File: config.mk
export PLATFORM = sky130hd
export DESIGN_NAME = osc_stable_detect
export DESIGN_NICKNAME = d
export VERILOG_FILES = /design/src/rtl/osc_stable_pkg.sv /design/src/rtl/osc_stable_dp.sv /design/src/rtl/osc_stable_ctrl.sv /design/src/rtl/osc_stable_detect.sv
export SDC_FILE = /design/constraint.sdc
export NUM_CORES = 1
export LEC_CHECK = 0
export BUFFER_PORTS_ARGS = -buffer_cell sky130_fd_sc_hd__buf_2
export CAP_MARGIN = 10
export CORE_MARGIN = 4
export CORE_UTILIZATION = 56
export CTS_CLUSTER_SIZE = 10
export DETAILED_ROUTE_END_ITERATION = 12
export GPL_TIMING_DRIVEN = 1
export HOLD_SLACK_MARGIN = 0.02
export PLACE_DENSITY = 0.86
export SETUP_SLACK_MARGIN = 0.05
export SLEW_MARGIN = 40
export SYNTH_ARGS = -nofsm -noshare
export SYNTH_HDL_FRONTEND = slang
export SYNTH_SLANG_ARGS = --single-unit
export TNS_END_PERCENT = 20
File: constraint.sdc
create_clock -name clk -period 4.5 [get_ports clk]
set_input_delay 0.225 -clock clk [delete_from_list [all_inputs] [get_ports clk]]
set_output_delay 0.225 -clock clk [all_outputs]
set_load 0.02 [all_outputs]
File: src/rtl/osc_stable_pkg.sv
package osc_stable_pkg;
  // strobes from control to datapath
  typedef struct packed {
    logic loadPrev;
    logic clrPrev;
  } dpStrobe_t;
endpackage

File: src/rtl/osc_stable_dp.sv
module osc_stable_dp
  import osc_stable_pkg::*;
#(
  parameter int unsigned ERR_W      = 12,
  parameter int unsigned UNLOCK_THR = 8
) (
  input  logic             clk,
  input  logic             rstN,
  input  dpStrobe_t        stb,
  input  logic [ERR_W-1:0] countErr,
  output logic             inThr,
  output logic             prevValid
);
  localparam int unsigned DIFF_W = ERR_W + 1;
  localparam logic [DIFF_W-1:0] THR_V = DIFF_W'(UNLOCK_THR);

  logic [ERR_W-1:0]  prevErr;
  logic [DIFF_W-1:0] delta;
  logic [DIFF_W-1:0] mag;

  always_ff @(posedge clk) begin
    if (!rstN) begin
      prevErr   <= '0;
      prevValid <= 1'b0;
    end else if (stb.clrPrev) begin
      prevValid <= 1'b0;
    end else if (stb.loadPrev) begin
      prevErr   <= countErr;
      prevValid <= 1'b1;
    end
  end

  // sign-extended difference, one extra bit so it never wraps
  always_comb begin
    delta = {countErr[ERR_W-1], countErr} - {prevErr[ERR_W-1], prevErr};
    mag   = delta[DIFF_W-1] ? (~delta + 1'b1) : delta;
    inThr = (mag <= THR_V);
  end
endmodule

File: src/rtl/osc_stable_ctrl.sv
module osc_stable_ctrl
  import osc_stable_pkg::*;
#(
  parameter int unsigned RUN_LEN = 2
) (
  input  logic      clk,
  input  logic      rstN,
  input  logic      sampleStb,
  input  logic      clkStatic,
  input  logic      offEnter,
  input  logic      inThr,
  input  logic      prevValid,
  output dpStrobe_t stb,
  output logic      stable
);
  localparam int unsigned CNT_W = $clog2(RUN_LEN + 1);
  localparam logic [CNT_W-1:0] RUN_MAX = CNT_W'(RUN_LEN);

  logic [CNT_W-1:0] runCnt;
  logic [CNT_W-1:0] runNext;
  logic             goodSample;
  logic             badSample;

  always_comb begin
    stb.clrPrev = offEnter;
    stb.loadPrev = sampleStb & ~offEnter;
    goodSample = sampleStb & prevValid & inThr;
    badSample  = sampleStb & prevValid & ~inThr;
    runNext    = (runCnt == RUN_MAX) ? RUN_MAX : runCnt + 1'b1;
  end

  always_ff @(posedge clk) begin
    if (!rstN) begin
      runCnt <= '0;
      stable <= 1'b0;
    end else if (offEnter || clkStatic || badSample) begin
      runCnt <= '0;
      stable <= 1'b0;
    end else if (goodSample) begin
      runCnt <= runNext;
      if (runNext == RUN_MAX) stable <= 1'b1;
    end
  end
endmodule

File: src/rtl/osc_stable_detect.sv
module osc_stable_detect
  import osc_stable_pkg::*;
#(
  parameter int unsigned ERR_W      = 12,
  parameter int unsigned UNLOCK_THR = 8,
  parameter int unsigned RUN_LEN    = 2,
  parameter int unsigned STAT_W     = 8
) (
  input  logic              clk,
  input  logic              rstN,
  input  logic              sampleStb,
  input  logic [ERR_W-1:0]  countErr,
  input  logic              clkStatic,
  input  logic              offEnter,
  input  logic              exitReq,
  output logic              dcoStable,
  output logic [STAT_W-1:0] statusReg,
  output logic              exitGo
);
  dpStrobe_t stb;
  logic      inThr;
  logic      prevValid;

  osc_stable_dp #(.ERR_W(ERR_W), .UNLOCK_THR(UNLOCK_THR)) dp_i (
    .clk(clk), .rstN(rstN), .stb(stb), .countErr(countErr),
    .inThr(inThr), .prevValid(prevValid)
  );

  osc_stable_ctrl #(.RUN_LEN(RUN_LEN)) ctrl_i (
    .clk(clk), .rstN(rstN), .sampleStb(sampleStb), .clkStatic(clkStatic),
    .offEnter(offEnter), .inThr(inThr), .prevValid(prevValid),
    .stb(stb), .stable(dcoStable)
  );

  assign statusReg = {{(STAT_W-1){1'b0}}, dcoStable};
  assign exitGo    = exitReq & dcoStable;
endmodule

After elaboration in Yosys (flattened, before gate mapping)
Cells that the tools add are included.
Widths: inputs -> output; s select.
{ "word_totals": {"out_inout_bits": 10, "mem_count": 0, "mem_bits_rw": 0, "latchBits": 0, "register_bits": 16, "romBits": 0} }
{ "op_classes": {"div_mod_pow": 0, "bitwise": 9, "n_lt_le_gt_ge": 1, "reduce_logical": 6, "n_eq_ne": 2, "addsub": 3, "muxes": 2, "mul": 0, "shifts": 0} }
{ "ops": {"columns": ["operator", "count"], "rows": [
  ["$add 13x1->13 const B", 1],
  ["$le 13x4->1 const B", 1],
  ["$mux 13", 1],
  ["$not 13->13", 1],
  ["$sub 12x12->13", 1],
  ["$and 1x1->1", 5],
  ["$eq 2x2->1 const B", 2],
  ["$reduce_and 2->1", 2],
  ["$reduce_or 2->1", 2],
  ["$not 1->1", 3],
  ["$add 2x1->2 const B", 1],
  ["$logic_or 1x1->1", 2],
  ["$mux 2", 1]
]} }

Longest topological paths before layout
{ "logic_depth": {"word_depth": 9, "depth_mapped": 13, "mapped_depth_nobuf": 13} }

By module
Synthesis repeated with hierarchy kept, for this count alone.
{ "unflattened": {"hier_cells": 212, "hier_area_um2": 1614.0} }
{ "by_module_without_submodules": {"columns": ["mod", "area_per_inst_um2", "cells_each", "instances"], "rows": [
  ["osc_stable_dp", 1375.1, 184, 1],
  ["osc_stable_ctrl", 168.9, 18, 1],
  ["osc_stable_detect", 70.1, 10, 1]
]} }

Worst setup path before layout
OpenSTA, ideal clock, no wires.
{ "synth_timing": {"path_type": "reg-to-reg", "start": "reg dp_i.prevErr[0]", "end": "reg ctrl_i.stable", "n_path_buf": 0, "setup_ns": 0.061, "path_stages_with_launch": 13, "required_ns": 4.439, "arrival_ns": 2.791, "path_slack_ns": 1.649, "path_cell_list": "dfxtp_1 -> ha_1 -> inv_1 -> fa_1 -> a21o_1 -> a2bb2oi_1 -> a21oi_1 -> a41oi_1 -> nand4_1 -> a211oi_1 -> o32ai_1 -> nor3_2 -> o221a_1"} }
{ "synth_between": {"elab_chain_len": 9, "elab_cells_between_ends": 11, "classes_between": "add/sub (2); order compare (1); mux (1); bitwise (4); reduce/logical (3)"} }
{ "synth_lines": {"columns": ["element", "line", "rtl"], "rows": [
  ["start: declaration", "osc_stable_dp.sv:17", "logic [ERR_W-1:0] prevErr;"],
  ["start signal: assignment", "osc_stable_dp.sv:28", "prevErr <= countErr;"],
  ["$sub 12x12->13 (*)", "osc_stable_dp.sv:35", "delta = {countErr[ERR_W-1], countErr} - {prevErr[ERR_W-1], prevErr};"],
  ["$not 13->13", "osc_stable_dp.sv:36", "mag = delta[DIFF_W-1] ? (~delta + 1'b1) : delta;"],
  ["$add 13x1->13", "osc_stable_dp.sv:36", null],
  ["$mux 13 (*)", "osc_stable_dp.sv:36", null],
  ["$le 13x4->1 (*)", "osc_stable_dp.sv:37", "inThr = (mag <= THR_V);"],
  ["$not 1->1", "osc_stable_ctrl.sv:28", "badSample = sampleStb & prevValid & ~inThr;"],
  ["$and 1x1->1", "osc_stable_ctrl.sv:28", null],
  ["$logic_or 1x1->1", "osc_stable_ctrl.sv:36", "end else if (offEnter || clkStatic || badSample) begin"],
  ["$reduce_or 2->1 (no source line)", null, null],
  ["end signal: assignment", "osc_stable_ctrl.sv:35", "stable <= 1'b0;"],
  ["end signal: assignment", "osc_stable_ctrl.sv:38", "stable <= 1'b0;"],
  ["end signal: assignment", "osc_stable_ctrl.sv:41", "if (runNext == RUN_MAX) stable <= 1'b1;"],
  ["end: declaration", "osc_stable_ctrl.sv:14", "output logic stable"]
]} }
Mark *: on every way between the ends. The rest lies on a longest branch, timed or not.
A chain may end at the register's enable or synchronous reset.

Worst setup path in the final report
Ends and elaborated chain as after synthesis.

==> results.yml <==
clocking:
  tritoncts: "done"
  numCtsBuffers: 3
  clk_transition_reported_paths_ns: 0.10
  clkLatencyLatePin_ns: 0.29
  cts_htree_levels: 1
  ctsHoldBuffers: 0
  cts-root-buf: "clkbuf_4"
  clock_sinks: 16
  cts.repair.resized: 0
  cts_post_setup_buffers_inserted: 0
  clock_path_buffers: 2
timing:
  layout_min_cycle_time_ns: 3.211
  setup-violations-final: 0
  maxClockFrequency_mhz: 311.5
  worst_slack_ns: 1.289
  final_min_period_over_clock_period_pct: 71.35
  tightestPinTransition_ns: 0.6527
  drv_slew: 0
  final-hold-violation-count: 0
  fin_setup_tns_ns: 0
  finalClockSkew_ns: 0.003152
  slew-limit-headroom_pct: 56.34
  hold_ws_ns: 0.1763
  rsz0062_at_grt: "false"
critical_path:
  cp.arrival_ns: 3.46
  setup.worst_path.start_class: "flip-flop"
  setup_crit_end: "ctrl_i.stable$_SDFFE_PP0P_"
  reg_to_reg_setup_timing_slack_ns: 1.29
  worstReg2RegStart: "dp_i.prevErr[0]$_SDFFE_PN0P_"
  crit_path_start: "dp_i.prevErr[0]$_SDFFE_PN0P_"
  crit-reg2reg-capture: "ctrl_i.stable$_SDFFE_PP0P_"
  cp_data_required_time_ns: 4.75
  crit_path_end_kind: "flip-flop"
  worst_r2r_path_depth: 12
  worst-path-max-fanout: 6
  criticalPathCategory: "reg -> reg"
yosys:
  number_of_flops_mapped_to_enable_cells_by_yosys: 0
  synth_cell_types: 60
  mappedNetlistArea_sq_um: 1728
  dominantRegCellSynth: "dfxtp_1"
  avgSynthCellArea_sq_um: 7.448
  synth-seq-cells: 16
  synth_warnings: 0
  synthArstFlopShare_pct: 0
  post_synth_inst_count: 232
  synth_sequential_area_ratio_pct: 18.54
placed_design:
  place.detailed.instances: 276
  preCtsSetupSlack_ns: 1.286
  detailed_place_hpwl_um: 3084
  port_buffers: 20
  dpl-instance-area_sq_um: 1810
  gpl.final_weighted_congestion: 0.9219
global_route:
  grt_start_max_net_pins: 14
  grt_first_pass_wirelength_um: 6624
  overflow: 0
  grt_util_all_layers_pct: 19.83
  first_global_vias: 1495
  initial_antenna_violation_count: 0
drt:
  post_drt_wl_per_cell_um: 13.79
  routed.top_layer: "met4"
  detailroute.via_count: 1689
  postRouteAntennaNets: 0
  drt_wl_total_um: 3862
  drt_drc_violations_left: 0
  detailroute.wirelength.met2_um: 1719
  dr.first_iter.drc_count: 95
  detail_route.first_pass.iterations: 4
  drt-met1-wl_um: 1912
  detailroute.wirelength.met3_um: 193
  post_drt_via_cell_ratio: 6.032
floorplan:
  dieArea_sq_um: 4038
  fp.dieW_um: 63.55
  coreArea_sq_um: 2853
  floorplan.die.height_um: 63.55
  rows: 19
  io-pin-count: 28
  start_util_pct: 60.57
final_layout:
  post-route-cell-area_sq_um: 1849
  post_layout_nonfiller_instances: 280
  layout.cells.most_common: "nand2_1"
  layout.cells.most_common_list: "nand2_1 (36), inv_1 (21), buf_2 (20)"
  layout_cells_sized_above_1_pct: 14.46
  syn_to_final_growth_pct: 7.024
  final_nets: 282
  final_core_utilization_pct: 64.82
  antennaDiodeCount: 0
min_path:
  hp-class: "in -> reg"
power_and_ir_drop:
  finalPower_mw: 0.4492
  power_per_cell_area_nw_per_um2: 242.9
  static-leakage-power_nw: 0.7660
  power.ir.vdd_worst_mv: 0.1538
run:
  number_of_max_cap_violations: 0
run_status:
  status: "completed"
## area by class of cell
| class | instances | area, sq um |
|---|---|---|
| Sequential cell | 16 | 320.3 |
| Multi-Input combinational cell | 188 | 1275 |
| Tap cell | 31 | 38.79 |
| Clock buffer | 4 | 36.28 |
| Fill cell | 267 | 1003 |
| Timing Repair Buffer | 20 | 100.1 |
| Inverter | 21 | 78.83 |
## worst max-delay path, cell delays in order, from the launching register on
cell	delay, ns
dfxtp_1	0.34
ha_1	0.18
inv_1	0.06
fa_1	0.40
a21o_1	0.19
a2bb2oi_1	0.30
a21oi_1	0.21
a41oi_1	0.49
nand4_1	0.15
a211oi_1	0.24
o32ai_1	0.14
nor3_2	0.26
o221a_1	0.20
## Yosys cell counts, drive strengths merged (2+ instances only)
cell,number,share of area (%)
a211o,2,1.0
a211oi,3,1.3
a21boi,14,6.1
a21o,4,1.7
a21oi,10,2.9
a311oi,2,1.4
a31o,3,1.5
a31oi,2,0.72
and2,3,1.1
and3,6,2.3
buf,8,3.5
clkbuf,5,1.1
dfxtp,16,19
ha,13,9.4
inv,21,4.6
mux2i,2,1.2
nand2,36,7.8
nand2b,5,1.8
nand3,3,1.2
nand4,4,1.4
nor2,14,3.0
nor2b,3,1.1
nor3,4,1.4
nor3b,2,0.87
nor4b,2,1.9
o21a,3,1.3
o21ai,9,2.6
o22ai,2,0.72
o32ai,2,1.0
xnor2,3,1.5
xor2,3,1.5
## layer usage
metal  track usage [%]  vias to the layer above
met5                 0                        -
met4             5.121                        0
met3             2.664                        5
met2             31.42                       42
met1             28.02                      781
li1                  -                      861
## flip-flops by register name, summed over array words and instances, names as in the netlist
register and flops:
dp_i.prevValid 1, ctrl_i.stable 1, dp_i.prevErr 12, ctrl_i.runCnt 2
## power by group
part           internal (mW)  total, mW  switching (mW)
clock network         0.0493     0.0999          0.0505
logic                 0.0773      0.200           0.123
registers              0.147      0.149         0.00258
total                  0.274      0.449           0.176
## how the worst min path moves through the flow
| stage | startpoint | cells past startpoint | end | slack (ns) |
|---|---|---|---|---|
| finish | countErr[4] | 3 | dp_i.prevErr[4]$_SDFFE_PN0P_ | 0.18 |
| global placement | dp_i.prevErr[11]$_SDFFE_PN0P_ | 2 | dp_i.prevErr[11]$_SDFFE_PN0P_ | 0.45 |
| global route | countErr[0] | 3 | dp_i.prevErr[0]$_SDFFE_PN0P_ | 0.18 |
| CTS | countErr[0] | 3 | dp_i.prevErr[0]$_SDFFE_PN0P_ | 0.18 |
| floorplan | sampleStb | 2 | dp_i.prevValid$_SDFFE_PP0P_ | 0.34 |
| detailed placement | dp_i.prevErr[3]$_SDFFE_PN0P_ | 2 | dp_i.prevErr[3]$_SDFFE_PN0P_ | 0.46 |
## logic make-up (layout without fill, tap and decap cells)
group	after synthesis	count (layout)	synth area share, %
flip-flops	16	16	18.54
multiplexers	2	2	1.159
adder cells (fa/ha/maj)	14	14	10.57
buffers and inverters	34	45	9.124
other	1	7	0.2170
AND/OR/NAND/NOR	90	90	27.88
AO/OA/AOI/OAI	69	69	29.47
XOR/XNOR	6	6	3.042
Power figures use the tool's default switching activity.
